**src/rtl/evr_pkg.sv**
```systemverilog
package evr_pkg;
   typedef enum logic [1:0] {
      ST_IDLE = 2'd0,
      ST_WAIT = 2'd1,
      ST_EMIT = 2'd2
   } evr_state_e;
endpackage

```
**src/rtl/evr_line_decode.sv**
```systemverilog
module evr_line_decode #(
   parameter int DST_W     = 8,
   parameter int WGT_W     = 4,
   parameter int CNT_W     = 4,
   parameter int PRB_W     = 8,
   parameter int POT_W     = 8,
   parameter int NUM_BCAST = 4,
   localparam int LINE_W   = DST_W + WGT_W + CNT_W + PRB_W + POT_W
) (
   input  logic [LINE_W-1:0] line,
   output logic [DST_W-1:0]  dst,
   output logic [WGT_W-1:0]  wgt,
   output logic [CNT_W-1:0]  cnt,
   output logic [PRB_W-1:0]  prb,
   output logic [POT_W-1:0]  pot,
   output logic              is_stop,
   output logic              is_bcast
);
   assign {dst, wgt, cnt, prb, pot} = line;
   assign is_stop = &line;

   generate
      if (NUM_BCAST == 0) begin : g_no_bcast
         assign is_bcast = 1'b0;
      end else begin : g_bcast
         localparam logic [DST_W-1:0] BC_LO = {DST_W{1'b1}} - DST_W'(NUM_BCAST - 1);
         assign is_bcast = (dst >= BC_LO);
      end
   endgenerate
endmodule

```
**src/rtl/evr_offset_ctr.sv**
```systemverilog
module evr_offset_ctr #(
   parameter int OFS_W = 8
) (
   input  logic             clk,
   input  logic             rst_n,
   input  logic             clr,
   input  logic             inc,
   output logic [OFS_W-1:0] ofs,
   output logic [OFS_W-1:0] ofs_next,
   output logic             at_max
);
   assign ofs_next = ofs + OFS_W'(1);
   assign at_max   = &ofs;

   always_ff @(posedge clk) begin
      if (!rst_n)   ofs <= '0;
      else if (clr) ofs <= '0;
      else if (inc) ofs <= ofs_next;
   end
endmodule

```
**src/rtl/evr_out_reg.sv**
```systemverilog
module evr_out_reg #(
   parameter int W = 33
) (
   input  logic         clk,
   input  logic         rst_n,
   input  logic         load,
   input  logic [W-1:0] din,
   input  logic         ready,
   output logic         valid,
   output logic [W-1:0] dout
);
   always_ff @(posedge clk) begin
      if (!rst_n) begin
         valid <= 1'b0;
         dout  <= '0;
      end else if (load) begin
         valid <= 1'b1;
         dout  <= din;
      end else if (valid && ready) begin
         valid <= 1'b0;
      end
   end
endmodule

```
**src/rtl/evt_fanout_router.sv**
```systemverilog
module evt_fanout_router #(
   parameter int SRC_W     = 8,
   parameter int OFS_W     = 8,
   parameter int DST_W     = 8,
   parameter int WGT_W     = 4,
   parameter int CNT_W     = 4,
   parameter int PRB_W     = 8,
   parameter int POT_W     = 8,
   parameter int NUM_BCAST = 4,
   localparam int ADDR_W   = SRC_W + OFS_W,
   localparam int LINE_W   = DST_W + WGT_W + CNT_W + PRB_W + POT_W
) (
   input  logic              clk,
   input  logic              rst_n,
   input  logic              in_valid,
   output logic              in_ready,
   input  logic [SRC_W-1:0]  in_src,
   output logic              mem_rd_en,
   output logic [ADDR_W-1:0] mem_addr,
   input  logic [LINE_W-1:0] mem_rd_data,
   output logic              out_valid,
   input  logic              out_ready,
   output logic [DST_W-1:0]  out_dst,
   output logic [WGT_W-1:0]  out_weight,
   output logic [CNT_W-1:0]  out_mult,
   output logic [PRB_W-1:0]  out_prob,
   output logic [POT_W-1:0]  out_pot,
   output logic              out_bcast,
   output logic              ovf_flag
);
   import evr_pkg::*;

   localparam int REC_W = LINE_W + 1;

   generate
      if (SRC_W < 1 || OFS_W < 1) begin : g_bad_addr
         $error("evt_fanout_router: SRC_W and OFS_W must be at least 1");
      end
      if (DST_W < 2 || DST_W > 30) begin : g_bad_dst
         $error("evt_fanout_router: DST_W must lie in 2..30");
      end
      if (NUM_BCAST < 0 || NUM_BCAST >= (1 << DST_W) - 1) begin : g_bad_bc
         $error("evt_fanout_router: NUM_BCAST out of range");
      end
   endgenerate

   evr_state_e        state;
   logic [SRC_W-1:0]  src_q;
   logic              accept;
   logic              out_hs;
   logic              ctr_clr;
   logic              ctr_inc;
   logic [OFS_W-1:0]  ofs;
   logic [OFS_W-1:0]  ofs_next;
   logic              ofs_at_max;

   logic [DST_W-1:0]  ln_dst;
   logic [WGT_W-1:0]  ln_wgt;
   logic [CNT_W-1:0]  ln_cnt;
   logic [PRB_W-1:0]  ln_prb;
   logic [POT_W-1:0]  ln_pot;
   logic              ln_stop;
   logic              ln_bcast;

   logic              rec_load;
   logic [REC_W-1:0]  rec_in;
   logic [REC_W-1:0]  rec_q;

   evr_line_decode #(
      .DST_W(DST_W), .WGT_W(WGT_W), .CNT_W(CNT_W),
      .PRB_W(PRB_W), .POT_W(POT_W), .NUM_BCAST(NUM_BCAST)
   ) u_dec (
      .line     (mem_rd_data),
      .dst      (ln_dst),
      .wgt      (ln_wgt),
      .cnt      (ln_cnt),
      .prb      (ln_prb),
      .pot      (ln_pot),
      .is_stop  (ln_stop),
      .is_bcast (ln_bcast)
   );

   evr_offset_ctr #(.OFS_W(OFS_W)) u_ofs (
      .clk      (clk),
      .rst_n    (rst_n),
      .clr      (ctr_clr),
      .inc      (ctr_inc),
      .ofs      (ofs),
      .ofs_next (ofs_next),
      .at_max   (ofs_at_max)
   );

   evr_out_reg #(.W(REC_W)) u_out (
      .clk   (clk),
      .rst_n (rst_n),
      .load  (rec_load),
      .din   (rec_in),
      .ready (out_ready),
      .valid (out_valid),
      .dout  (rec_q)
   );

   // Handshakes and control strobes
   assign in_ready = (state == ST_IDLE);
   assign accept   = in_valid && in_ready;
   assign out_hs   = (state == ST_EMIT) && out_valid && out_ready;
   assign ctr_clr  = accept;
   assign ctr_inc  = out_hs && !ofs_at_max;
   assign rec_load = (state == ST_WAIT) && !ln_stop;
   assign rec_in   = {ln_dst, ln_wgt, ln_cnt, ln_prb, ln_pot, ln_bcast};

   // One read in flight: issue on accept, or after each handoff while the list continues
   assign mem_rd_en = accept || ctr_inc;
   assign mem_addr  = accept ? {in_src, {OFS_W{1'b0}}} : {src_q, ofs_next};

   assign {out_dst, out_weight, out_mult, out_prob, out_pot, out_bcast} = rec_q;

   always_ff @(posedge clk) begin
      if (!rst_n) begin
         state    <= ST_IDLE;
         src_q    <= '0;
         ovf_flag <= 1'b0;
      end else begin
         case (state)
            ST_IDLE: begin
               if (accept) begin
                  src_q <= in_src;
                  state <= ST_WAIT;
               end
            end
            ST_WAIT: begin
               if (ln_stop) begin
                  state <= ST_IDLE;
               end else begin
                  state <= ST_EMIT;
                  if (ofs_at_max) ovf_flag <= 1'b1;
               end
            end
            ST_EMIT: begin
               if (out_hs) state <= ofs_at_max ? ST_IDLE : ST_WAIT;
            end
            default: state <= ST_IDLE;
         endcase
      end
   end
endmodule

```
**config.mk**
```make
export PLATFORM = sky130hd
export DESIGN_NAME = evt_fanout_router
export DESIGN_NICKNAME = d
export VERILOG_FILES = /design/src/rtl/evr_pkg.sv /design/src/rtl/evr_line_decode.sv /design/src/rtl/evr_offset_ctr.sv /design/src/rtl/evr_out_reg.sv /design/src/rtl/evt_fanout_router.sv
export SDC_FILE = /design/constraint.sdc
export NUM_CORES = 1
export LEC_CHECK = 0
export ABC_CLOCK_PERIOD_IN_PS = 3100
export BUFFER_PORTS_ARGS = -buffer_cell sky130_fd_sc_hd__buf_4
export CAP_MARGIN = 40
export CORE_MARGIN = 2
export CORE_UTILIZATION = 55
export CTS_CLUSTER_DIAMETER = 40
export CTS_CLUSTER_SIZE = 25
export DETAILED_ROUTE_END_ITERATION = 12
export PLACE_DENSITY = 0.91
export SLEW_MARGIN = 20
export SYNTH_ARGS = -nofsm -noshare
export SYNTH_HDL_FRONTEND = slang
export SYNTH_SLANG_ARGS = --single-unit
```
**constraint.sdc**
```tcl
create_clock -name clk -period 3.1 [get_ports clk]
set_clock_uncertainty 0.1 [all_clocks]
set_input_delay 0.62 -clock clk [delete_from_list [all_inputs] [get_ports clk]]
set_output_delay 0.62 -clock clk [all_outputs]
set_load 0.005 [all_outputs]
```
---- After elaboration in Yosys (flattened, before gate mapping) ----
Cells that the tools add are included.
Widths: inputs -> output; s select.
word-level totals
  bits in registers ....................... 53
  latch bits .............................. 0
  RAM bits ................................ 0
  bits in read-only memories .............. 0
  input port bits ......................... 44
  output and inout port bits .............. 53
  logic and storage cells ................. 39
  memories ................................ 0
cells by class
  add/subtract/negate cells ............... 1
  multipliers ............................. 0
  div/mod/pow operators ................... 0
  $lt $le $gt $ge ......................... 1
  eq/ne operators ......................... 4
  shift-type cells ........................ 0
  muxes and demuxes ....................... 8
  bitwise logic cells ..................... 2
  reduce and logical (&&, ||, !) cells .... 17
operators with widths
  kind                 count
  $reduce_and 32->1    1
  $mux 16              1
  $reduce_and 10->1    1
  $add 8x1->8 const B  1
  $ge 8x8->1 const B   1
  $reduce_and 8->1     1
  $logic_and 1x1->1    6
  $mux 2               3
  $pmux 2 s3           1
  $reduce_and 2->1     2
  $mux 1               3
  $eq 2x1->1 const B   1
  $eq 2x2->1 const B   1
  $logic_not 1->1      2
  $logic_not 2->1      1
  $ne 2x1->1 const B   1
  $ne 2x2->1 const B   1
  $not 1->1            2
  $reduce_bool 2->1    1
  $reduce_or 2->1      1
  $logic_or 1x1->1     1

---- Logic depth before layout (Yosys ltp) ----
  depth after elaboration ................. 5
  mapped depth ............................ 7
  depth with buffers taken out ............ 5

---- Modules after synthesis ----
A second synthesis with hierarchy kept.
second synthesis, totals
  cells, all modules ...................... 259
  area total of the unflattened synthesis .. 2590.0 um^2
by module, submodules not included
  module             instances  cells an instance  area each (um^2)  sequential area each (um^2)
  evr_out_reg        1          109                1313.8            680.7
  evt_fanout_router  1          51                 513.0             220.2
  evr_offset_ctr     1          54                 450.4             160.2
  evr_line_decode    1          45                 312.8             0.0

---- Least setup slack after synthesis ----
OpenSTA, ideal clock, no wires.
  kind .................................... input-to-output
  from .................................... in in_valid
  to ...................................... out mem_addr[14]
  data arrival time ....................... 1.711 ns
  required time ........................... 2.380 ns
  slack ................................... 0.669 ns
  stages on the path ...................... 3
  path buffers ............................ 1
  cells stage by stage .................... nor3b_2 > clkbuf_1 > mux2_1
on the way
  word-level cells in the longest chain between the ends .. 2
RTL lines
  item               RTL line                  text
  from (decl)        evt_fanout_router.sv:15   input logic in_valid,
  $logic_and 1x1->1  evt_fanout_router.sv:105  assign accept = in_valid && in_ready;
  $mux 16            evt_fanout_router.sv:114  assign mem_addr = accept ? {in_src, {OFS_W{1'b0}}} : {src_q, ofs_next};
  to (decl)          evt_fanout_router.sv:19   output logic [ADDR_W-1:0] mem_addr,
Every way passes these cells.

---- Worst setup path after layout ----
  from .................................... reg u_ofs.ofs[0]
  to ...................................... out mem_rd_en
on the way
  word-level cells in the longest chain between the ends .. 4
RTL lines
  item                    RTL line                  text
  from (decl)             evr_offset_ctr.sv:8       output logic [OFS_W-1:0] ofs,
  from (signal assigned)  evr_offset_ctr.sv:18      else if (inc) ofs <= ofs_next;
  $reduce_and 8->1        evr_offset_ctr.sv:13      assign at_max = &ofs;
  $logic_not 1->1         evt_fanout_router.sv:108  assign ctr_inc = out_hs && !ofs_at_max;
  $logic_and 1x1->1       evt_fanout_router.sv:108
  $logic_or 1x1->1        evt_fanout_router.sv:113  assign mem_rd_en = accept || ctr_inc;
  to (decl)               evt_fanout_router.sv:18   output logic mem_rd_en,
Every way passes these cells.

==> key figures <==
Setup path
  – Top Family by Delay on Critical Path: flip-flops
  – Worst Path Buf+Inv: 2
  – Startpoint types: flip-flop
  – Biggest cell delay along the critical path: 0.42 ns
  – Worst-path fanout max: 9
  – Arrival time at the worst endpoint: 1.92 ns
  – Ordered cell list for the critical path: ha_1, nand3_1, o31ai_2, buf_4, nand2b_1, buf_4
  – Data required time at the worst endpoint: 2.38 ns
  – Type of the setup path with the least slack: flip-flop to primary output
  – Critical-path cell with the highest stage delay: sky130_fd_sc_hd__dfxtp_1
  – Critical Path End Type: primary output
  – CP dominant cell by count: sky130_fd_sc_hd__buf_4

STA
  – Unrepaired setup endpoints after global routing: false
  – Final cycle utilization of the critical path: 85.15%
  – Worst slew margin relative to its limit: 55.07%
  – Hold violation total from the final report: 0
  – Post-route minimum period: between 2 and 3 ns
  – Setup TNS: 0 ns
  – Number of pins exceeding their max-slew limit in the final report: 0
  – Setup-failing EPs final: 0
  – Transition time at the pin with the least slew margin: 0.6725 ns
  – Timing-limited maximum frequency: 378.8 MHz

Cells and area
  – Share of layout cells above drive strength 1: between 20% and 30%
  – Final net count: 525
  – Finished layout cell area: 3850 um2
  – Fill cell instance count of the final layout: between 400 and 500
  – Inserted Diodes: 0
  – Area Overhead vs Synth: 27.57%

Global route
  – Total overflow reported by the global router: 0
  – GR Util All Layers: 24.93%
  – Number of global-route vias before repair: between 2k and 3k
  – Largest net degree at the start of global routing: 71
  – Global-route wire length before repair: between 10000 and 15000 um
  – Antenna violations before repair: 0

Floorplanning
  – Die Span Y: a little under 80 um
  – Core area: around 5200 um2
  – Count of standard-cell rows: 26
  – Initial core utilization: approximately 58%
  – Width of the chip: 78.08 um
  – DIE AREA: between 6000 and 7000 um2
  – IO Count: just under 100

Clock tree
  – CTS root buffer: sky130_fd_sc_hd__clkbuf_8
  – Cts repair resizes: 0
  – CTS Buf Count: 5
  – Clock transition time at the flip-flop clock pins of the worst setup and hold paths: 0.11 ns
  – Hold buffers post-CTS: 0
  – CTS Sinks: 53
  – CTS max path bufs: 2
  – Buffers inserted during post-CTS setup optimization: 0
  – TritonCTS clock tree: built
  – Worst-skew pair later-pin latency: approximately 0.31 ns
  – Level count of the clock H-tree: 2

Power
  – Relative contribution of combinational cells to total power: 20.3%
  – Leakage dissipation: 1.768 nW
  – Power density over the cells: roughly 380 nW/um2
  – Maximum vdd ir drop: 200.0 uV
  – Sequential share of power: 51.8%
  – Clock power share: 27.8%
  – Switching component of the power: 0.0004116 W
  – Internal Pwr Total: 0.001060 W
  – Switch share: between 20% and 30%

Yosys
  – Top post-synthesis cells by count: 53 x sky130_fd_sc_hd__dfxtp_1, 44 x sky130_fd_sc_hd__nor2_1, 37 x sky130_fd_sc_hd__a21oi_1, 34 x sky130_fd_sc_hd__nand2_1, 34 x sky130_fd_sc_hd__nand3_1
  – FFs w/ async S/R, synth: 0%
  – Post-synthesis sequential element count: 53
  – Count of cell types in the netlist: 40
  – Top_reg_cell synth: sky130_fd_sc_hd__dfxtp_1
  – Sequential element share of the synthesized area: 35.16%
  – Number of nets in the synthesized netlist: between 400 and 500
  – Mean area per synthesized cell: roughly 7.4 um2
  – Number of enable flip-flop cells after synthesis: 0
  – Yosys warnings: 0
  – Cell count after synthesis: 408
  – Combined area of all synthesized cells: just over 3000 um2
  – Most common cell in the synthesized netlist: sky130_fd_sc_hd__dfxtp_1
  – Yosys top cell by area: sky130_fd_sc_hd__dfxtp_1
  – Proportion of netlist area held by the largest area contributor: between 30% and 40%
  – Top cells by area, synth: sky130_fd_sc_hd__dfxtp_1 35%, sky130_fd_sc_hd__or4_1 7.5%, sky130_fd_sc_hd__and3_1 6.2%

Flow run
  – Number of max-cap violations: 0

Place
  – Final HPWL DP: 5311 um
  – Weighted congestion reported at the end of routability-driven placement: ~0.85
  – Port Buffers: 96
  – Placed inst area: 3736 um2

Drt
  – Total number of vias: 3285
  – Antenna Violating Nets Remaining: 0
  – Length of the first detailed-routing pass in iterations: 4
  – Remaining design rule violation count: 0
  – Total length of routed wires: 7891 um
  – Mean number of vias per cell: between 5 and 6
  – Wire per inst: ~14 um
  – Iteration-0 DRC count of the detailed router: 223

Run status
  – Status: complete, no violations

Min path
  – Path class of the lowest-slack min-delay path: flip-flop to flip-flop
==> worst min-delay path, delay by kind of cell, from the launching register on <==
family                 cells  cell delay [ns]
flip-flops                 1             0.32
buffers and inverters      1             0.05
AO/OA/AOI/OAI              1             0.05
==> stage by stage <==
step / hold slack, ns / total power (W) / worst slack [ns] / cells / util (%)
after global routing: 0.3715 / 0.001536 / 0.3496 / 551 / 73.97
final: 0.3545 / 0.001471 / 0.4603 / 551 / 73.97
after CTS: 0.3560 / 0.001475 / 0.4571 / 550 / 73.58
after detailed placement: 0.3397 / 0.001074 / 0.5178 / 542 / 71.78
after global placement: 0.3381 / 0.001061 / 0.5359 / 541 / 71.25
after floorplan: 0.3421 / 0.0009091 / 0.6685 / 408 / -
==> cells by family (layout without fill, tap and decap cells) <==
group / Yosys count / in the layout / synth area share, %
multiplexers: 10 / 10 / 3.649
AO/OA/AOI/OAI: 83 / 83 / 15.30
flip-flops: 53 / 53 / 35.16
adder cells (fa/ha/maj): 1 / 1 / 0.4145
buffers and inverters: 46 / 119 / 6.467
XOR/XNOR: 8 / 8 / 2.322
AND/OR/NAND/NOR: 207 / 207 / 36.69
==> metal layers <==
layer | part of all wire (%) | wire length, um | track usage [%] | up-vias
met2 | 51 | 4001 | 45.00 | 112
met5 | 0 | 0 | 0 | -
met1 | 41 | 3260 | 29.54 | 1549
met3 | 6.6 | 520 | 5.402 | 14
li1 | - | - | - | 1610
met4 | 1.4 | 108 | 7.544 | 0
==> cells in the final DEF (no fill, tap or decap), drive strengths merged, types with 3 or more instances in the layout <==
cell type	count
buf	103
dfxtp	53
nor2	44
a21oi	37
nand3	34
nand2	34
o21ai	34
or4	31
and3	30
and2	9
nand4	8
mux2	8
inv	8
xor2	5
clkbuf	5
or3	5
nor3	4
xnor2	3
nand2b	3
==> flip-flops by register name, indices dropped and copies added, names as in the netlist <==
register,count
src_q,8
state,2
u_out.dout,33
ovf_flag,1
u_ofs.ofs,8
u_out.valid,1
==> area by class of cell <==
cell class | instances | area [um2] | share of cell area (%)
timing repair buffer | 103 | 805.8 | 20.93
tap | 70 | 87.58 | 2.275
clock inverter | 3 | 25.02 | 0.6500
multi-input combinational | 309 | 1772 | 46.02
clock buffer | 5 | 68.82 | 1.787
inverter | 8 | 30.03 | 0.7800
sequential | 53 | 1061 | 27.56
==> power by group through the flow <==
stage               clock [W]  sequential, W  combinational [W]
finish               0.000409       0.000763           0.000299
detailed placement          0       0.000776           0.000298
floorplan                   0       0.000774           0.000135
CTS                  0.000415       0.000761           0.000299
global placement            0       0.000776           0.000285
global route         0.000440       0.000768           0.000328
==> path summary, 6_finish.rpt <==
kind	startpoint	end	slack (ns)	cells past startpoint
setup / recovery	u_ofs.ofs[0]	mem_rd_en	0.46	6
hold / removal	ovf_flag	ovf_flag	0.35	2
setup reg to reg	state[0]	u_out.dout[13]	1.13	5
hold reg to reg	ovf_flag	ovf_flag	0.35	2
(Power assumes the default switching activity.)
